<file path="config.mk">
export PLATFORM = sky130hd
export DESIGN_NAME = aux_preamble_gen
export DESIGN_NICKNAME = d
export VERILOG_FILES = /design/src/rtl/aux_pre_pkg.sv /design/src/rtl/aux_pre_cfg.sv /design/src/rtl/aux_pre_enc.sv /design/src/rtl/aux_pre_seq.sv /design/src/rtl/aux_preamble_gen.sv
export SDC_FILE = /design/constraint.sdc
export NUM_CORES = 1
export LEC_CHECK = 0
export BUFFER_PORTS_ARGS = -buffer_cell sky130_fd_sc_hd__buf_2
export CORE_MARGIN = 4
export CORE_UTILIZATION = 50
export CTS_CLUSTER_SIZE = 16
export DETAILED_ROUTE_END_ITERATION = 10
export GPL_TIMING_DRIVEN = 0
export PLACE_DENSITY = 0.79
export REMOVE_ABC_BUFFERS = 1
export SYNTH_ARGS = -nofsm -noshare
export SYNTH_HDL_FRONTEND = slang
export SYNTH_SLANG_ARGS = --single-unit
</file>
<file path="constraint.sdc">
create_clock -name clk -period 5.1 [get_ports clk]
set_input_delay 0.51 -clock clk [delete_from_list [all_inputs] [get_ports clk]]
set_output_delay 0.51 -clock clk [all_outputs]
set_load 0.05 [all_outputs]
</file>
<file path="src/rtl/aux_pre_pkg.sv">
package aux_pre_pkg;
  localparam int unsigned FIXED_ZEROS  = 26;
  localparam int unsigned MAX_ZEROS    = 32;
  localparam int unsigned END_HI_BITS  = 2;
  localparam int unsigned END_LO_BITS  = 2;
  localparam int unsigned RESET_EXTRA  = 3;
  localparam int unsigned EXTRA_LIMIT  = (MAX_ZEROS - FIXED_ZEROS) / 2;
  localparam int unsigned FIXED_HB     = 2 * (FIXED_ZEROS + END_HI_BITS + END_LO_BITS);

  typedef enum logic {
    ST_IDLE = 1'b0,
    ST_RUN  = 1'b1
  } seq_state_e;
endpackage

</file>
<file path="src/rtl/aux_pre_cfg.sv">
module aux_pre_cfg
  import aux_pre_pkg::*;
#(
  parameter int unsigned EXTRA_W = 4
) (
  input  logic               clk,
  input  logic               rst_n,
  input  logic               wr_en,
  input  logic [EXTRA_W-1:0] wr_data,
  output logic [EXTRA_W-1:0] value,
  output logic               over_limit
);
  localparam logic [EXTRA_W-1:0] RST_V   = EXTRA_W'(RESET_EXTRA);
  localparam logic [EXTRA_W-1:0] LIMIT_V = EXTRA_W'(EXTRA_LIMIT);

  logic [EXTRA_W-1:0] value_q, value_d;

  always_comb begin
    value_d = value_q;
    if (wr_en) value_d = wr_data;
  end

  always_ff @(posedge clk or negedge rst_n) begin
    if (!rst_n) value_q <= RST_V;
    else        value_q <= value_d;
  end

  assign value      = value_q;
  assign over_limit = (value_q > LIMIT_V);
endmodule

</file>
<file path="src/rtl/aux_pre_enc.sv">
module aux_pre_enc
  import aux_pre_pkg::*;
#(
  parameter int unsigned IDX_W    = 7,
  parameter logic        DC_LEVEL = 1'b1
) (
  input  logic [IDX_W-1:0] idx,
  input  logic [IDX_W-1:0] extra_hb,
  input  logic             dc_sel,
  output logic             level,
  output logic             zero_done
);
  localparam logic [IDX_W-1:0] ZERO_HB = IDX_W'(2 * FIXED_ZEROS);
  localparam logic [IDX_W-1:0] HI_HB   = IDX_W'(2 * END_HI_BITS);

  logic [IDX_W-1:0] zero_end, hi_end;

  assign zero_end = extra_hb + ZERO_HB;
  assign hi_end   = zero_end + HI_HB;

  always_comb begin
    level     = 1'b0;
    zero_done = 1'b0;
    if (idx < extra_hb) begin
      level     = dc_sel ? DC_LEVEL : idx[0];
      zero_done = !dc_sel && idx[0];
    end else if (idx < zero_end) begin
      level     = idx[0];
      zero_done = idx[0];
    end else if (idx < hi_end) begin
      level     = 1'b1;
    end else begin
      level     = 1'b0;
    end
  end
endmodule

</file>
<file path="src/rtl/aux_pre_seq.sv">
module aux_pre_seq
  import aux_pre_pkg::*;
#(
  parameter int unsigned EXTRA_W = 4,
  parameter int unsigned IDX_W   = 7,
  parameter int unsigned ZC_W    = 6
) (
  input  logic               clk,
  input  logic               rst_n,
  input  logic               half_tick,
  input  logic               start,
  input  logic               dc_mode,
  input  logic [EXTRA_W-1:0] run_val,
  input  logic               level,
  input  logic               zero_done,
  output logic [IDX_W-1:0]   idx,
  output logic [IDX_W-1:0]   extra_hb,
  output logic               dc_sel,
  output logic               line,
  output logic               oe,
  output logic               done,
  output logic [ZC_W-1:0]    zcnt
);
  localparam logic [IDX_W-1:0] BASE_HB = IDX_W'(FIXED_HB);

  seq_state_e       state_q, state_d;
  logic [IDX_W-1:0] idx_q, idx_d;
  logic [IDX_W-1:0] ehb_q, ehb_d;
  logic             dc_q, dc_d;
  logic             line_q, line_d;
  logic             oe_q, oe_d;
  logic             done_q, done_d;
  logic [ZC_W-1:0]  zcnt_q, zcnt_d;
  logic [IDX_W-1:0] total_hb;

  assign total_hb = ehb_q + BASE_HB;

  always_comb begin
    state_d = state_q;
    idx_d   = idx_q;
    ehb_d   = ehb_q;
    dc_d    = dc_q;
    line_d  = line_q;
    oe_d    = oe_q;
    done_d  = 1'b0;
    zcnt_d  = zcnt_q;
    unique case (state_q)
      ST_IDLE: begin
        if (start) begin
          state_d = ST_RUN;
          idx_d   = '0;
          ehb_d   = IDX_W'({run_val, 2'b00});
          dc_d    = dc_mode;
          zcnt_d  = '0;
        end
      end
      ST_RUN: begin
        if (half_tick) begin
          if (idx_q == total_hb) begin
            state_d = ST_IDLE;
            line_d  = 1'b0;
            oe_d    = 1'b0;
            done_d  = 1'b1;
          end else begin
            line_d = level;
            oe_d   = 1'b1;
            idx_d  = idx_q + IDX_W'(1);
            if (zero_done) zcnt_d = zcnt_q + ZC_W'(1);
          end
        end
      end
      default: state_d = ST_IDLE;
    endcase
  end

  always_ff @(posedge clk or negedge rst_n) begin
    if (!rst_n) begin
      state_q <= ST_IDLE;
      idx_q   <= '0;
      ehb_q   <= '0;
      dc_q    <= 1'b0;
      line_q  <= 1'b0;
      oe_q    <= 1'b0;
      done_q  <= 1'b0;
      zcnt_q  <= '0;
    end else begin
      state_q <= state_d;
      idx_q   <= idx_d;
      ehb_q   <= ehb_d;
      dc_q    <= dc_d;
      line_q  <= line_d;
      oe_q    <= oe_d;
      done_q  <= done_d;
      zcnt_q  <= zcnt_d;
    end
  end

  assign idx      = idx_q;
  assign extra_hb = ehb_q;
  assign dc_sel   = dc_q;
  assign line     = line_q;
  assign oe       = oe_q;
  assign done     = done_q;
  assign zcnt     = zcnt_q;
endmodule

</file>
<file path="src/rtl/aux_preamble_gen.sv">
module aux_preamble_gen
  import aux_pre_pkg::*;
#(
  parameter int unsigned EXTRA_W  = 4,
  parameter int unsigned ZC_W     = 6,
  parameter logic        DC_LEVEL = 1'b1
) (
  input  logic               clk,
  input  logic               rst_n,
  input  logic               half_tick,
  input  logic               start,
  input  logic               dc_mode,
  input  logic               cfg_we,
  input  logic [EXTRA_W-1:0] cfg_wdata,
  output logic               line_out,
  output logic               line_oe,
  output logic               done,
  output logic               cfg_err,
  output logic [ZC_W-1:0]    zero_count
);
  localparam int unsigned MAX_HB = 4 * ((2 ** EXTRA_W) - 1) + FIXED_HB;
  localparam int unsigned IDX_W  = $clog2(MAX_HB + 1);

  logic [EXTRA_W-1:0] cfg_val;
  logic [IDX_W-1:0]   idx, extra_hb;
  logic               dc_sel, level, zero_done;

  aux_pre_cfg #(.EXTRA_W(EXTRA_W)) u_cfg (
    .clk        (clk),
    .rst_n      (rst_n),
    .wr_en      (cfg_we),
    .wr_data    (cfg_wdata),
    .value      (cfg_val),
    .over_limit (cfg_err)
  );

  aux_pre_enc #(.IDX_W(IDX_W), .DC_LEVEL(DC_LEVEL)) u_enc (
    .idx       (idx),
    .extra_hb  (extra_hb),
    .dc_sel    (dc_sel),
    .level     (level),
    .zero_done (zero_done)
  );

  aux_pre_seq #(.EXTRA_W(EXTRA_W), .IDX_W(IDX_W), .ZC_W(ZC_W)) u_seq (
    .clk       (clk),
    .rst_n     (rst_n),
    .half_tick (half_tick),
    .start     (start),
    .dc_mode   (dc_mode),
    .run_val   (cfg_val),
    .level     (level),
    .zero_done (zero_done),
    .idx       (idx),
    .extra_hb  (extra_hb),
    .dc_sel    (dc_sel),
    .line      (line_out),
    .oe        (line_oe),
    .done      (done),
    .zcnt      (zero_count)
  );
endmodule

</file>
# Word level (Yosys, flattened, before mapping)
# Cells that the tools add are included.
# totals
wordCells	53
reg_bits	26
# classes
bitwise_logic	1
order_cmp	4
muxes	23
eq_ne	5
n_reduce_logical	6
add_sub_neg	5
# ops
op	n
two-way mux 6 bit	4
two-way mux 7 bit	3
adder 6 x 6 -> 7 bit, second input constant	2
less-than comparator 7 bit	2
case mux 7 bit (2 select lines)	1
two-way mux 1 bit	13
case mux 6 bit (2 select lines)	1
inequality test 2 bit, second input constant	4
adder 7 x 1 -> 7 bit, second input constant	1
adder 7 x 3 -> 7 bit, second input constant	1
== test 7 bit	1
less-than comparator 7 x 6 -> 1 bit	1
adder 6 x 1 -> 6 bit, second input constant	1
> comparator 4 x 2 -> 1 bit, second input constant	1
AND reduction 2 bit	2
AND reduction 4 bit	1
AND reduction 3 bit	1
case mux 1 bit (2 select lines)	1
logical AND 1 bit	1
zero test 1 bit	1
NOT 1 bit	1

# Logic depth before layout (Yosys ltp)
# depth
word_depth	8
depth_mapped	10

# Cells and area by module
# Synthesis repeated with hierarchy kept, for this count alone.
# hier_totals
hier_cells	185
hier_area_um2	1848.0
# by_module_without_submodules
module	area_per_inst_um2	instances	cells_per_inst
aux_pre_seq	1183.6	1	115
aux_pre_enc	510.5	1	61
aux_pre_cfg	153.9	1	9

# Worst setup path before layout
# Ideal clock, no wire load.
# synth_timing
kind	register to register
start	reg u_seq.ehb_q[2] (netlist: u_seq.extra_hb[2])
end	reg u_seq.zcnt_q[3] (netlist: u_seq.zcnt[3])
stages_incl_launch_ff	11
path_buffers	0
period_less_slack_ns	2.557
slack_ns	2.543
t_arrival_ns	2.487
setup_time_ns	0.070
t_required_ns	5.030
cell_sequence	dfrtp_1 -> inv_1 -> ha_1 -> inv_1 -> ha_1 -> nor2b_1 -> o2111ai_1 -> nand3_1 -> mux2_1 -> or4b_1 -> nand3_1
# synth_between
elab_chain_len	6
# synth_rtl
item	line	rtl
from (decl)	aux_pre_seq.sv:28	logic [IDX_W-1:0] ehb_q, ehb_d;
from (signal assigned)	aux_pre_seq.sv:89	ehb_q <= ehb_d;
adder 6 x 6 -> 7 bit	aux_pre_enc.sv:18	assign zero_end = extra_hb + ZERO_HB;
less-than comparator 7 bit	aux_pre_enc.sv:27	end else if (idx < zero_end) begin
two-way mux 1 bit	aux_pre_enc.sv:27	
two-way mux 1 bit	aux_pre_enc.sv:24	if (idx < extra_hb) begin
inequality test 2 bit (no source line)	-	
AND reduction 4 bit (no source line) *	-	
to (signal assigned)	aux_pre_seq.sv:94	zcnt_q <= zcnt_d;
to (decl)	aux_pre_seq.sv:33	logic [ZC_W-1:0] zcnt_q, zcnt_d;
# Mark *: on every way between the ends. The rest lies on a longest branch, timed or not.
# A chain may end at the register's enable or synchronous reset.

# Worst setup path after layout
# layout_timing
start	reg u_seq.ehb_q[2] (netlist: u_seq.extra_hb[2])
end	reg u_seq.zcnt_q[2] (netlist: u_seq.zcnt[2])
# The elaborated chain is that of the path after synthesis.

==> flow_summary.toml <==
[setup_path]
start_kind = "flip-flop"
cpLargestDelayFamily = "simple AND/OR/NAND/NOR gates"
cp_max_fo = 7
cp_cell_sequence = "inv_1, ha_1, inv_1, ha_1, nor2b_1, o2111ai_1, nand3_1, mux2_1, or4b_1, nand3_1"
cp-end-kind = "flip-flop"
max_stage_delay_ns = 0.52
path_buf_inv = 2
worstSetupPathType = "flip-flop to flip-flop"
critical_path_required_ns = 5.37
worstPathArrival_ns = 3.16
crit_path_top_delay_cell = "or4b_1"

[floorplanning]
die_y_um = 66.92
die_area_mm2 = 0.004478
rows = 21
ios = 20
die_w_um = 66.92
core_area_mm2 = 0.003337
start_util_pct = 52.01

[power]
cellLeakagePower_nw = 0.9446
power_density_mw_per_mm2 = 467.2
ir_drop_mv = 0.2401

[logic_synthesis]
seq_area_frac_synth_pct = 37.64
yosys_warnings = 0
synth_top_area_share_pct = 34.61
avgSynthCellArea_um2 = 10.15
ys_seq_elements = 26
yosys.area.top_type = "dfrtp_1"
synth.top_cells.by_count = "dfrtp_1, ha_1, nand2_1"
synthArstFlopShare_pct = 100.0
synth_cell_types = 41
synthFlopType = "dfrtp_1"
synthesis.area_mm2 = 0.001735
syn_inst = 171
synth_edf_count = 0
synth_most_common_cell = "dfrtp_1"
ys_top_cells_by_area = "dfrtp_1, ha_1, mux2_2, mux2i_1, nand2_1"

[global_routing]
grt_pass1_wl_um = 5623
grt_use_total_pct = 16.60
grt_pass1_vias = 1231
grt_max_degree = 27
antenna_found_initial = 0
gr-total-overflow = 0

[routing]
drc = 0
via_per_inst = 5.558
drtIter0Drc = 50
wl_per_cell_um = 14.47
first_pass_iters = 4
drt-total-wl_um = 3372
drtAntennaViolNets = 0
num_vias = 1295

[clock_tree]
htree_levels = 1
clk_pin_slew_ns = 0.15
root_buffer = "clkbuf_4"
clk_latency_ns = 0.33
clock-sinks = 26
cts_tree = "built"
hold_buffers = 0
numCtsBuffers = 3
post_cts_buffers = 0
cts-resized-gates = 0
ctsLongestPathBuffers = 2

[timing]
holdWs_ns = 0.1532
finalHoldViolations = 0
fin_setup_tns_ns = 0
rsz0062_at_grt = "false"
setup_viol = 0
slew_headroom_pct = 57.02
drv_slew = 0
post-route-period-util_pct = 56.59
skew_ns = 0.01084
setup_ws_ns = 2.214
worstMarginPinSlew_ns = 0.6447
post-route-min-period_ns = 2.886
max_freq_mhz = 346.5

[flow_run]
drv_cap = 0

[finish]
final_core_util_pct = 56.99
antennaDiodeCount = 0
nets = 217
layout-drive-gt1-share_pct = 20.32
nFillCells = 294
area_growth_pct = 9.589

[placed_design]
dp_slack_ns = 2.248
port_buffers = 19
gp_congestion = 0.8840
place.detailed.hpwl_um = 2576

[min_path]
hold_path.class = "input port to asynchronous set/reset pin"

[run_status]
outcome = "complete, no violations"
## routing by layer
metal / vias up / global-route usage, % / routed length (um)
met5: - / 0 / 0
met4: 0 / 5.570 / 29
met3: 5 / 3.879 / 153
met2: 27 / 27.48 / 1682
met1: 626 / 21.11 / 1506
li1: 637 / - / -
## cells by family after synthesis
logic type | after synthesis | synth area share, %
DFF | 26 | 37.64
and+or+nand+nor | 58 | 17.59
AOI/OAI and AO/OA | 21 | 9.734
muxes | 19 | 11.68
buffers and inverters | 18 | 4.614
adders and majority gates | 19 | 13.70
xor gates and xnor gates | 10 | 5.047
## where the power goes
part | internal [mW] | switching, mW | leakage [nW]
Sequential | 0.259 | 0.0831 | 0.318
Combinational | 0.155 | 0.248 | 0.599
Clock | 0.0795 | 0.0638 | 0.0279
## worst reg2reg max path: stages, from the launching register on
cell       delay (ns)
dfrtp_1          0.49
inv_1            0.14
ha_1             0.39
inv_1            0.06
ha_1             0.26
nor2b_1          0.13
o2111ai_1        0.18
nand3_1          0.16
mux2_1           0.40
or4b_1           0.53
nand3_1          0.09
## cell type report
cell class                 count  area (um^2)  share of cell area (%)
tap                           46        57.56                   3.026
inverter                      11        41.29                   2.171
sequential                    26        653.1                   34.34
clock inverter                 1        30.03                   1.579
multi-input combinational    127         1002                   52.70
timing repair buffer          19        95.09                   5.000
clock buffer                   3        22.52                   1.184
## flip-flops by register name (all words and copies together), names as in the netlist
| signal | cells |
|---|---|
| u_seq.idx | 7 |
| u_seq.oe | 1 |
| u_seq.zcnt | 6 |
| u_seq.done | 1 |
| u_seq.dc_sel | 1 |
| u_seq.extra_hb | 4 |
| u_seq.state_q | 1 |
| u_seq.line | 1 |
| u_cfg.value | 4 |
## final timing paths
kind	depth (start not counted)	from	slack, ns	to
worst max-delay path	10	u_seq.extra_hb[2]$_DFFE_PN0P_	2.21	u_seq.zcnt[2]$_DFFE_PN0P_
worst min-delay path	1	rst_n	0.15	u_seq.idx[3]$_DFFE_PN0P_
worst max register to register	10	u_seq.extra_hb[2]$_DFFE_PN0P_	2.21	u_seq.zcnt[2]$_DFFE_PN0P_
worst min register to register	2	u_seq.oe$_DFFE_PN0P_	0.51	u_seq.oe$_DFFE_PN0P_
max in group asynchronous	1	rst_n	4.54	u_seq.zcnt[0]$_DFFE_PN0P_
min in group clk	2	dc_mode	0.40	u_seq.dc_sel$_DFFE_PN0P_
## through the flow
stage               power, mW  cell area [um^2]  cells
floorplan              0.6365              1697    164
global placement       0.7199              1849    229
detailed placement     0.7484              1849    229
CTS                    0.8942              1902    233
global route           0.9526              1902    233
finish                 0.8886              1902    233
## placed cells by master (no fill, tap or decap), drive strengths merged, types with 8 or more instances in the layout
master   n
buf     19
dfrtp   24
ha      19
inv     10
mux2    10
mux2i    9
nand2   18
nand3    8
(Power assumes the default switching activity.)
